**config.mk**
```make
export PLATFORM = sky130hd
export DESIGN_NAME = rx_holding_ctrl
export DESIGN_NICKNAME = d
export VERILOG_FILES = /design/src/rtl/rxbuf_pkg.sv /design/src/rtl/rxbuf_ctrl.sv /design/src/rtl/rxbuf_datapath.sv /design/src/rtl/rxbuf_irq.sv /design/src/rtl/rx_holding_ctrl.sv
export SDC_FILE = /design/constraint.sdc
export NUM_CORES = 1
export LEC_CHECK = 0
export CORE_AREA = 2 2 39 41
export DETAILED_ROUTE_END_ITERATION = 8
export DIE_AREA = 0 0 41 43
export DONT_BUFFER_PORTS = 1
export PLACE_DENSITY = 0.52
export RECOVER_POWER = 100
export SKIP_CTS_REPAIR_TIMING = 1
export SLEW_MARGIN = 20
export SYNTH_ARGS = -nofsm -noshare
export SYNTH_HDL_FRONTEND = slang
export SYNTH_SLANG_ARGS = --single-unit
```
**constraint.sdc**
```tcl
create_clock -name clk -period 1.3 [get_ports clk]
set_input_delay 0.13 -clock clk [delete_from_list [all_inputs] [get_ports clk]]
set_output_delay 0.13 -clock clk [all_outputs]
set_load 0.01 [all_outputs]
```
**src/rtl/rxbuf_pkg.sv**
```systemverilog
package rxbuf_pkg;
  // strobes from control to datapath
  typedef struct packed {
    logic load;  // capture the incoming character into the holding register
  } ctrlStrobes_t;
endpackage

```
**src/rtl/rxbuf_ctrl.sv**
```systemverilog
module rxbuf_ctrl
  import rxbuf_pkg::*;
(
  input  logic         clk,
  input  logic         rst,
  input  logic         byteDone,
  input  logic         statusRd,
  input  logic         dataRd,
  input  logic         dmaAck,
  input  logic         dmaRxEn,
  output ctrlStrobes_t strb,
  output logic         dataAvail,
  output logic         overrun,
  output logic         dmaReq
);
  logic stsSeen;
  logic busy;
  logic lose;
  logic take;
  logic clearOk;

  // busy uses the pre-read flag values, so a read in the same cycle cannot rescue a byte
  assign busy    = dataAvail | dmaReq;
  assign lose    = byteDone & (busy | overrun);
  assign take    = byteDone & ~busy & ~overrun;
  assign clearOk = dataRd & stsSeen & overrun & ~lose;

  assign strb.load = take;

  always_ff @(posedge clk) begin
    if (rst) begin
      dataAvail <= 1'b0;
      overrun   <= 1'b0;
      dmaReq    <= 1'b0;
      stsSeen   <= 1'b0;
    end else begin
      if (take)                  dataAvail <= 1'b1;
      else if (dataRd || dmaAck) dataAvail <= 1'b0;

      if (lose)         overrun <= 1'b1;
      else if (clearOk) overrun <= 1'b0;

      if (lose || !overrun || clearOk) stsSeen <= 1'b0;
      else if (statusRd)               stsSeen <= 1'b1;

      if (take && dmaRxEn) dmaReq <= 1'b1;
      else if (dmaAck)     dmaReq <= 1'b0;
    end
  end


  load_sets_avail_chk: assert property (@(posedge clk) disable iff (rst)
    (byteDone && !dataAvail && !overrun && !dmaReq) |=> dataAvail);


  busy_byte_overrun_chk: assert property (@(posedge clk) disable iff (rst)
    (byteDone && dataAvail) |=> overrun);


  read_clears_avail_chk: assert property (@(posedge clk) disable iff (rst)
    (dataRd && !byteDone) |=> !dataAvail);


  clear_needs_read_chk: assert property (@(posedge clk) disable iff (rst)
    (overrun && !dataRd) |=> overrun);


  dma_req_on_load_chk: assert property (@(posedge clk) disable iff (rst)
    (byteDone && !dataAvail && !overrun && !dmaReq && dmaRxEn) |=> dmaReq);
endmodule

```
**src/rtl/rxbuf_datapath.sv**
```systemverilog
module rxbuf_datapath
  import rxbuf_pkg::*;
#(
  parameter int DATA_W = 8
) (
  input  logic              clk,
  input  logic              rst,
  input  ctrlStrobes_t      strb,
  input  logic [DATA_W-1:0] byteIn,
  output logic [DATA_W-1:0] holdReg
);
  always_ff @(posedge clk) begin
    if (rst)            holdReg <= '0;
    else if (strb.load) holdReg <= byteIn;
  end
endmodule

```
**src/rtl/rxbuf_irq.sv**
```systemverilog
module rxbuf_irq (
  input  logic rxIntEn,
  input  logic errIntEn,
  input  logic dmaRxEn,
  input  logic dataAvail,
  input  logic overrun,
  output logic irq
);
  logic rxCause;
  logic errCause;

  assign rxCause  = rxIntEn & (dataAvail | overrun);
  assign errCause = errIntEn & dmaRxEn & overrun;
  assign irq      = rxCause | errCause;
endmodule

```
**src/rtl/rx_holding_ctrl.sv**
```systemverilog
module rx_holding_ctrl
  import rxbuf_pkg::*;
#(
  parameter int DATA_W = 8
) (
  input  logic              clk,
  input  logic              rst,
  input  logic              byteDone,
  input  logic [DATA_W-1:0] byteIn,
  input  logic              statusRd,
  input  logic              dataRd,
  input  logic              dmaAck,
  input  logic              rxIntEn,
  input  logic              errIntEn,
  input  logic              dmaRxEn,
  output logic [DATA_W-1:0] rdData,
  output logic              dataAvail,
  output logic              overrun,
  output logic              dmaReq,
  output logic              irq
);
  ctrlStrobes_t strb;

  rxbuf_ctrl u_ctrl (
    .clk(clk), .rst(rst), .byteDone(byteDone), .statusRd(statusRd),
    .dataRd(dataRd), .dmaAck(dmaAck), .dmaRxEn(dmaRxEn), .strb(strb),
    .dataAvail(dataAvail), .overrun(overrun), .dmaReq(dmaReq)
  );

  rxbuf_datapath #(.DATA_W(DATA_W)) u_dp (
    .clk(clk), .rst(rst), .strb(strb), .byteIn(byteIn), .holdReg(rdData)
  );

  rxbuf_irq u_irq (
    .rxIntEn(rxIntEn), .errIntEn(errIntEn), .dmaRxEn(dmaRxEn),
    .dataAvail(dataAvail), .overrun(overrun), .irq(irq)
  );


  overrun_holds_data_chk: assert property (@(posedge clk) disable iff (rst)
    (overrun && byteDone) |=> $stable(rdData));


  pending_dma_drop_chk: assert property (@(posedge clk) disable iff (rst)
    (byteDone && dmaReq) |=> (overrun && $stable(rdData)));
endmodule

```
# == Yosys cells after proc, flatten, opt, wreduce, memory -nomap -nowiden ==
# Index checks and enable logic that the tools add are counted.
# totals
reg_bits,12
latch_bits,0
mem_bits_rw,0
romBits,0
in_bits,17
output_inout_bits,12
word_cells,36
memories,0
# op_classes
add_sub_neg,0
mul,0
n_div,0
magnitude_cmp,0
n_eq_ne,0
shift,0
mux,6
n_bitwise,16
reduce_logical,9
# ops
operator,count
1-bit AND,9
1-bit 2-to-1 mux,6
2-bit nonzero test,3
1-bit bitwise OR,4
1-bit logical OR,3
1-bit inverter,3
2-bit OR reduction,1
1-bit logical AND,1
1-bit zero test,1

# == Logic depth before layout (Yosys ltp) ==
# Gate-level depths: netlist of run 1.
# depth
word_depth,7
ltp_mapped,3
depth_no_buf,2

# == Cells and area by module ==
# From an unflattened synthesis of run 1, not the netlist that was laid out.
# unflattened
cells_unflattened,45
hier_area_um2,460.4
# modules_own_cells
mod,n_inst,cells_per_inst,area_per_inst_um2,seq_area_each_um2
rxbuf_datapath,1,26,285.3,160.2
rxbuf_ctrl,1,16,161.4,80.1
rxbuf_irq,1,3,13.8,0.0

# == Worst setup path before layout of run 1 ==
# OpenSTA, ideal clock, no wires.
# synth_path
path_kind,register -> register
from,reg u_ctrl.overrun
to,reg u_dp.holdReg[0]
setup_time_ps,72
arrival_ps,1029
t_required_ps,1228
path_slack_ps,200
path_stages_with_launch,4
n_path_buf,1
synth_period_minus_slack_ps,1100
path_cell_list,dfxtp_1 -> nor4b_1 -> buf_4 -> mux2i_1
# synth_via
elab_chain_cells,2
# synth_lines
item,line_no,rtl
from (decl),rxbuf_ctrl.sv:13,"output logic overrun,"
from (signal assigned),rxbuf_ctrl.sv:33,overrun <= 1'b0;
from (signal assigned),rxbuf_ctrl.sv:40,if (lose) overrun <= 1'b1;
from (signal assigned),rxbuf_ctrl.sv:41,else if (clearOk) overrun <= 1'b0;
1-bit inverter,rxbuf_ctrl.sv:25,assign take = byteDone & ~busy & ~overrun;
1-bit AND,rxbuf_ctrl.sv:25,
to (signal assigned),rxbuf_datapath.sv:14,else if (strb.load) holdReg <= byteIn;
to (decl),rxbuf_datapath.sv:10,output logic [DATA_W-1:0] holdReg
# Every way passes these cells.
# A chain may end at the register's enable or synchronous reset.

# == Worst setup path after layout of run 1 ==
# layout_path
from,reg u_ctrl.overrun
to,reg u_dp.holdReg[5]
# The elaborated chain is that of the path after synthesis.

==> flow_metrics.env, run 1 <==
export IMPL_nets=76
export IMPL_first_iter_violations=0
export IMPL_routabilityCongestion=0.574
export IMPL_drt_pass1_iter_count=1
export IMPL_post_route_util_pct=43.1
export IMPL_synthDistinctLibCells=14
export IMPL_pwr_share_seq_pct=58.5
export IMPL_met2_usage_pct=23.1
export IMPL_yosysWarnings=0
export IMPL_multi_input_comb_area_um2=283
export IMPL_clkTransAtPathRegs_ps=60
export IMPL_cp_slowest_cell="dfxtp_1"
export IMPL_dp_slack_ps=80.5
export IMPL_antenna_found_initial=0
export IMPL_syn_area_per_cell_um2=9.99
export IMPL_required_ps=1490
export IMPL_cpPeakStageDelay_ps=380
export IMPL_port_buffers=0
export IMPL_leakage_nw=0.224
export IMPL_fill_cells=142
export IMPL_globalRouteMet1Util_pct=13.2
export IMPL_grt_start_max_net_pins=22
export IMPL_antennaDiodeCount=0
export IMPL_dpl_hpwl_um=785
export IMPL_core_area_mm2=0.00138
export IMPL_grt_pass1_wl_um=1610
export IMPL_clock_sinks=12
export IMPL_start_kind="flip-flop"
export IMPL_top_usage_layer="met2"
export IMPL_critPathCaptureType="flip-flop"
export IMPL_die_w_um=41
export IMPL_p_int_mw=0.569
export IMPL_switching_share_pct=24.9
export IMPL_crit_arrival_ps=1400
export IMPL_num_vias=396
export IMPL_finalHoldViolations=0
export IMPL_peakVddDrop_mv=0.528
export IMPL_dieHeight_um=43
export IMPL_setup_tns_ps=0
export IMPL_synth_cells=54
export IMPL_post_route_min_period_ps=1210
export IMPL_rows=14
export IMPL_max_slew_margin_pct=81.5
export IMPL_final_max_slew_viol_count=0
export IMPL_p_switching_mw=0.189
export IMPL_wire_per_inst_um=14.0
export IMPL_grtUsageMet3_pct=3.66
export IMPL_clockBufferDepth=2
export IMPL_htreeDepth=1
export IMPL_grt_pass1_vias=426
export IMPL_maxCapViolations=0
export IMPL_cts_made_buffers=3
export IMPL_p_comb_share_pct=13.8
export IMPL_antenna_left=0
export IMPL_grt_usage_pct=14.1
export IMPL_vias_per_cell=5.42
export IMPL_layout_common_cells="nand2b_1, dfxtp_1, mux2i_1"
export IMPL_ys_ff_latch=12
export IMPL_drive_gt1_share_pct=12.3
export IMPL_grt_ovfl_total=0
export IMPL_io_pins=29
export IMPL_cp_max_fo=8
export IMPL_tritoncts="done"
export IMPL_max_slew_worst_pin_slew_ps=277
export IMPL_drc=0
export IMPL_root_buffer="clkbuf_4"
export IMPL_fin_skew_ps=0.514
export IMPL_drt_wl_total_um=1020
export IMPL_syn_cell_area_um2=539
export IMPL_worstPathCellList="nor4b_2 -> buf_4 -> mux2i_1"
export IMPL_initial_core_util_pct=39.0
export IMPL_syn2layout_area_growth_pct=10.7
export IMPL_fmax_mhz=827
export IMPL_fin_crit_sh_pct=93.1
export IMPL_syn_nets=71
export IMPL_finalWorstSetupSlack_ps=90.3
export IMPL_status="complete, no violations"
export IMPL_pwr_share_clk_pct=27.7
export IMPL_synth_seq_area_share_pct=44.5
export IMPL_setup_violations=0
export IMPL_register_area_um2=240
export IMPL_worstSetupPathType="flip-flop to flip-flop"
export IMPL_die_area_mm2=0.00176
export IMPL_p_per_area_mw_per_mm2=1270
export IMPL_grt_setup_unrepaired="no"
export IMPL_min_path_type="input port to flip-flop"
export IMPL_total_power_mw=0.757
export IMPL_layout_commonest_cell="nand2b_1"
export IMPL_clock_latency_ps=260
-- synth_stat cells, drive strengths merged --
cell    count  area (um2)
or4b        1        13.8
nor4b       2        17.5
inv         1        3.75
nor2        2        7.51
dfxtp      12         240
buf         1        7.51
mux2i       8        80.1
o32ai       1        8.76
clkbuf      2        7.51
a21oi       4        20.0
a21bo       1        10.0
o31ai       1        7.51
nand2b     17         106
or3b        1        8.76
-- critical path: cells and delay by family (launching register included) --
family	cells	cell delay, ps
flip-flops	1	380
AND/OR/NAND/NOR	1	320
buffers and inverters	1	230
multiplexers	1	200
-- layout make-up --
cell class | instances | area share [%]
timing repair buffer | 3 | 4.61
sequential | 12 | 40.3
multi-input combinational | 38 | 47.4
clock buffer | 3 | 3.77
inverter | 1 | 0.629
tap | 16 | 3.35
-- flip-flops by register name, indices dropped and copies added (netlist names) --
register,cells
u_ctrl.overrun,1
u_dp.holdReg,8
u_ctrl.dmaReq,1
u_ctrl.stsSeen,1
u_ctrl.dataAvail,1
-- power by group through the flow --
stage,logic (mW),clock network [mW],registers (mW)
2_1_floorplan,0.0951,0,0.444
3_3_place_gp,0.0991,0,0.451
3_5_place_dp,0.103,0,0.453
4_1_cts,0.104,0.227,0.444
5_1_grt,0.116,0.249,0.448
6_report,0.104,0.210,0.443
-- routing by layer --
layer | up-vias | wire (um)
met5 | - | 0
met4 | 0 | 12
met3 | 2 | 103
met2 | 20 | 556
met1 | 179 | 349
li1 | 195 | -
-- worst paths after layout --
kind | from | endpoint | slack [ps] | depth (start not counted)
worst min-delay path | byteIn[3] | u_dp.holdReg[3]$_SDFFE_PP0P_ | 20 | 2
worst max-delay path | u_ctrl.overrun$_SDFFE_PP0P_ | u_dp.holdReg[5]$_SDFFE_PP0P_ | 90 | 3
worst min register to register | u_ctrl.stsSeen$_SDFFE_PP0P_ | u_ctrl.stsSeen$_SDFFE_PP0P_ | 520 | 2
worst max register to register | u_ctrl.overrun$_SDFFE_PP0P_ | u_dp.holdReg[5]$_SDFFE_PP0P_ | 90 | 3
-- stage by stage --
stage	instances	hold WS (ps)	instance area (um2)
floorplan	54	247	539
global placement	68	202	558
detailed placement	68	208	558
CTS	71	-79.4	581
global route	73	14.4	597
finish	73	20.3	597
-- cell families after synthesis --
group / Yosys count / synth area share, %
AND/OR/NAND/NOR: 23 / 28.5
flip-flops: 12 / 44.5
multiplexers: 8 / 14.8
AO/OA/AOI/OAI: 7 / 8.59
buffers and inverters: 4 / 3.48
No activity file was read; power rests on OpenSTA's default activity.
==> run 2, diff against run 1 <==
CELL_PAD_IN_SITES_DETAIL_PLACEMENT = 1   (was default)
CELL_PAD_IN_SITES_GLOBAL_PLACEMENT = 1   (was default)
CORE_AREA = default   (was 2 2 39 41)
CORE_MARGIN = 2   (was default)
CORE_UTILIZATION = 40   (was default)
DIE_AREA = default   (was 0 0 41 43)
PLACE_DENSITY = 0.68   (was 0.52)
==> run 2 against run 1 <==
Via count down 1.3%. Sequential power about the same. Die area down 6.0%. Count of clock-buffer cells in the layout unchanged. Flip-flop and latch count unchanged. Setup slack worse by 12 ps. Register-to-register slack about the same. Clock power about the same. First-iteration DRC count up 1. Sequential share of layout area down 0.13 points. Routed wire length up 4.7%. Hold slack worse by 2.2 ps. Critical path type unchanged.
==> flow_metrics.env, run 2 (same netlist as run 1, synthesis figures left out) <==
export IMPL_cts_made_buffers=3
export IMPL_dieHeight_um=40.7
export IMPL_routabilityCongestion=0.591
export IMPL_layout_common_cells="nand2b_1, dfxtp_1, mux2i_1"
export IMPL_leakage_nw=0.229
export IMPL_clock_sinks=12
export IMPL_antennaDiodeCount=0
export IMPL_dpl_hpwl_um=859
export IMPL_port_buffers=0
export IMPL_grt_setup_unrepaired="no"
export IMPL_clkTransAtPathRegs_ps=70
export IMPL_max_slew_margin_pct=82.1
export IMPL_fmax_mhz=819
export IMPL_grt_pass1_vias=374
export IMPL_die_w_um=40.7
export IMPL_io_pins=29
export IMPL_wire_per_inst_um=14.7
export IMPL_clock_latency_ps=260
export IMPL_drive_gt1_share_pct=15.5
export IMPL_layout_commonest_cell="nand2b_1"
export IMPL_status="complete, no violations"
export IMPL_initial_core_util_pct=42.0
export IMPL_fill_cells=151
export IMPL_grt_usage_pct=14.4
export IMPL_pwr_share_clk_pct=27.6
export IMPL_largest_register_ffs=8
export IMPL_max_slew_worst_pin_slew_ps=266
export IMPL_start_kind="flip-flop"
export IMPL_nets=77
export IMPL_p_int_mw=0.572
export IMPL_drt_pass1_iter_count=4
export IMPL_post_route_min_period_ps=1220
export IMPL_pwr_share_seq_pct=58.0
export IMPL_crit_arrival_ps=1380
export IMPL_vias_per_cell=5.36
export IMPL_setup_tns_ps=0
export IMPL_clockBufferDepth=2
export IMPL_peakVddDrop_mv=0.755
export IMPL_grt_start_max_net_pins=22
export IMPL_required_ps=1460
export IMPL_worstPathCellList="or4b_1 -> o32ai_1"
export IMPL_critPathTopFamily="simple AND/OR/NAND/NOR gates"
export IMPL_die_area_mm2=0.00166
export IMPL_drc=0
export IMPL_cp_num_buf_inv=0
export IMPL_fin_skew_ps=1.60
export IMPL_p_comb_share_pct=14.3
export IMPL_cp_max_fo=6
export IMPL_setup_violations=0
export IMPL_min_path_type="input port to flip-flop"
export IMPL_top_register="u_dp.holdReg"
export IMPL_worstSetupPathType="flip-flop to flip-flop"
export IMPL_rows=13
export IMPL_first_iter_violations=1
export IMPL_fin_crit_sh_pct=93.9
export IMPL_register_area_um2=241
export IMPL_tritoncts="done"
export IMPL_syn2layout_area_growth_pct=11.6
export IMPL_total_power_mw=0.765
export IMPL_drt_wl_total_um=1070
export IMPL_p_switching_mw=0.194
export IMPL_cpPeakStageDelay_ps=580
export IMPL_core_area_mm2=0.00128
export IMPL_grt_ovfl_total=0
export IMPL_critPathCaptureType="flip-flop"
export IMPL_maxCapViolations=0
export IMPL_antenna_left=0
export IMPL_num_vias=391
export IMPL_cp_slowest_cell="or4b_1"
export IMPL_multi_input_comb_area_um2=283
export IMPL_final_max_slew_viol_count=0
export IMPL_antenna_found_initial=0
export IMPL_switching_share_pct=25.3
export IMPL_root_buffer="clkbuf_4"
export IMPL_htreeDepth=1
export IMPL_p_per_area_mw_per_mm2=1270
export IMPL_finalHoldViolations=0
export IMPL_grt_pass1_wl_um=1440
==> run 2: worst register-to-register path: stages, from the launching register on <==
cell and delay, ps:
dfxtp_1 390, or4b_1 580, o32ai_1 150
==> run 2: path summary, 6_finish.rpt <==
path / slack (ps) / from / to / depth (start not counted)
min reg2reg: 520 / u_dp.holdReg[0]$_SDFFE_PP0P_ / u_dp.holdReg[0]$_SDFFE_PP0P_ / 2
max reg2reg: 80 / u_ctrl.overrun$_SDFFE_PP0P_ / u_ctrl.dmaReq$_SDFFE_PP0P_ / 2
min: 20 / byteIn[6] / u_dp.holdReg[6]$_SDFFE_PP0P_ / 2
max: 80 / u_ctrl.overrun$_SDFFE_PP0P_ / u_ctrl.dmaReq$_SDFFE_PP0P_ / 2
==> run 2: per-layer routing <==
metal  GRT usage [%]  wire length [um]
met5               0                 0
met3            3.80                75
met4            15.0                17
met1            13.3               436
met2            24.6               541
==> run 2: cell type report <==
cell class | instances | share of cell area [%]
multi-input cells | 38 | 47.0
flip-flops and latches | 12 | 40.1
repair buffers | 4 | 5.41
clock buffers | 3 | 3.74
well taps | 15 | 3.12
inverters | 1 | 0.624
==> run 2: power groups by stage <==
stage | clock, mW | sequential [mW] | combinational [mW]
after global routing | 0.244 | 0.450 | 0.123
after floorplan | 0 | 0.444 | 0.0951
after detailed placement | 0 | 0.454 | 0.111
after global placement | 0 | 0.451 | 0.104
final | 0.211 | 0.444 | 0.110
after CTS | 0.227 | 0.445 | 0.111
==> run 2: metrics by stage <==
| stage | setup WS (ps) | util, % | cell area (um2) | hold slack [ps] | instances |
|---|---|---|---|---|---|
| 2_1_floorplan | 200 | - | 539 | 247 | 54 |
| 3_3_place_gp | 143 | 43.9 | 564 | 202 | 68 |
| 3_5_place_dp | 93.9 | 43.9 | 564 | 207 | 68 |
| 4_1_cts | 72.1 | 45.7 | 587 | -78.6 | 71 |
| 5_1_grt | 16.2 | 46.8 | 602 | 23.0 | 73 |
| 6_report | 78.7 | 46.8 | 602 | 18.1 | 73 |
==> run 3, diff against run 2 <==
==> constraint.sdc (replaced) <==
create_clock -name clk -period 1.3 [get_ports clk]
set_input_delay 0.065 -clock clk [delete_from_list [all_inputs] [get_ports clk]]
set_output_delay 0.065 -clock clk [all_outputs]
set_load 0.01 [all_outputs]
==> run 3 against run 2 <==
The flow now finishes with violations (negative hold slack). Total power grew 5.0%. Routed wire length grew 18%. Flip-flop and latch count is the same. Design area grew 20%. Highest routed layer unchanged. Count of clock-buffer cells in the layout is the same.
==> flow_metrics.env, run 3 (same netlist as run 1, synthesis figures left out) <==
export IMPL_largest_register_ffs=8
export IMPL_tritoncts="done"
export IMPL_hp_start="rst"
export IMPL_htreeDepth=1
export IMPL_port_buffers=0
export IMPL_routabilityCongestion=0.591
export IMPL_finalHoldViolations=4
export IMPL_peakVddDrop_mv=0.749
export IMPL_rows=13
export IMPL_crit_path_start="u_ctrl.overrun$_SDFFE_PP0P_"
export IMPL_fmax_mhz=807
export IMPL_leakage_nw=0.279
export IMPL_max_slew_margin_pct=70.5
export IMPL_setup_tns_ps=0
export IMPL_die_w_um=40.7
export IMPL_start_kind="flip-flop"
export IMPL_violations="negative hold slack"
export IMPL_nets=89
export IMPL_rr_startpoint="u_ctrl.overrun$_SDFFE_PP0P_"
export IMPL_register_area_um2=240
export IMPL_cpPeakStageDelay_ps=390
export IMPL_setup_violations=0
export IMPL_drive_gt1_share_pct=11.4
export IMPL_critPathCaptureType="flip-flop"
export IMPL_dieHeight_um=40.7
export IMPL_cp_max_fo=6
export IMPL_grt_usage_pct=14.4
export IMPL_required_ps=1490
export IMPL_num_vias=427
export IMPL_crit_arrival_ps=1430
export IMPL_max_slew_worst_pin_slew_ps=441
export IMPL_worst_hold_slack_ps=-20.5
export IMPL_dpl_hpwl_um=859
export IMPL_top_register="u_dp.holdReg"
export IMPL_maxCapViolations=0
export IMPL_drt_wl_total_um=1270
export IMPL_clock_latency_ps=260
export IMPL_first_iter_violations=3
export IMPL_layoutNonFillerInstCount=85
export IMPL_critPathTopFamily="flip-flops"
export IMPL_wire_per_inst_um=14.9
export IMPL_grt_start_max_net_pins=22
export IMPL_clkTransAtPathRegs_ps=70
export IMPL_worstPathCellList="nor4b_2 -> buf_4 -> mux2i_1"
export IMPL_fin_crit_sh_pct=95.4
export IMPL_min_path_type="input port to flip-flop"
export IMPL_syn2layout_area_growth_pct=33.6
export IMPL_final_max_slew_viol_count=0
export IMPL_antennaDiodeCount=0
export IMPL_grt_pass1_wl_um=1440
export IMPL_vias_per_cell=5.02
export IMPL_cp_num_buf_inv=1
export IMPL_drt_pass1_iter_count=3
export IMPL_clockBufferDepth=2
export IMPL_post_route_min_period_ps=1240
export IMPL_root_buffer="clkbuf_4"
export IMPL_multi_input_comb_area_um2=283
export IMPL_layout_common_cells="nand2b_1, dlygate4sd3_1, dfxtp_1"
export IMPL_fill_cells=144
export IMPL_clock_sinks=12
export IMPL_fin_skew_ps=6.40
export IMPL_layout_commonest_cell="nand2b_1"
export IMPL_io_pins=29
export IMPL_grt_pass1_vias=374
export IMPL_drc=0
export IMPL_placedCellCount=68
export IMPL_initial_core_util_pct=42.0
export IMPL_core_area_mm2=0.00128
export IMPL_worstSetupPathType="flip-flop to flip-flop"
export IMPL_status="finished, violations left"
export IMPL_grt_setup_unrepaired="no"
export IMPL_antenna_found_initial=0
export IMPL_grt_ovfl_total=0
export IMPL_cts_made_buffers=3
export IMPL_die_area_mm2=0.00166
export IMPL_cp_slowest_cell="dfxtp_1"
export IMPL_antenna_left=0
export IMPL_p_per_area_mw_per_mm2=1120
run 3: path summary, 6_finish.rpt:
| path | endpoint | slack (ps) | cells after the start |
|---|---|---|---|
| worst max-delay path | u_dp.holdReg[5]$_SDFFE_PP0P_ | 60 | 3 |
| worst min-delay path | u_dp.holdReg[6]$_SDFFE_PP0P_ | -20 | 2 |
| worst max register to register | u_dp.holdReg[5]$_SDFFE_PP0P_ | 60 | 3 |
| worst min register to register | u_dp.holdReg[1]$_SDFFE_PP0P_ | 530 | 2 |
run 3: routing by layer:
metal  GRT usage (%)  up-vias  wire length, um
met5               0        -                0
met2            24.6       17              630
met4            15.0        0               17
met3            3.80        2               67
li1                -      220                -
met1            13.3      188              549
run 3: metrics by stage:
step                      area, um2  hold slack, ps  power (mW)  setup slack, ps  utilization (%)
after floorplan                 539             182       0.539              200                -
after global placement          564             137       0.556              143             43.9
after detailed placement        564             142       0.564             93.9             43.9
after CTS                       587            -144       0.784             72.1             45.7
after global routing            721          -0.385       0.856             6.24             56.1
final                           721           -20.5       0.804             60.1             56.1
run 3: power breakdown:
group / total (mW) / switching (mW) / internal, mW
sequential: 0.444 / 0.0440 / 0.400
clock: 0.217 / 0.110 / 0.107
combinational: 0.143 / 0.0554 / 0.0878
run 3: worst reg2reg max path: cells and delay by family, from the launching register on:
kind	cells	cell delay [ps]
simple gates	1	340
flops	1	390
mux	1	220
buf+inv	1	210
run 3: layout make-up:
cell class                 count  share of cell area (%)
multi-input combinational     38                    39.2
tap                           15                    2.60
timing repair buffer          16                    21.2
inverter                       1                   0.521
sequential                    12                    33.3
clock buffer                   3                    3.13
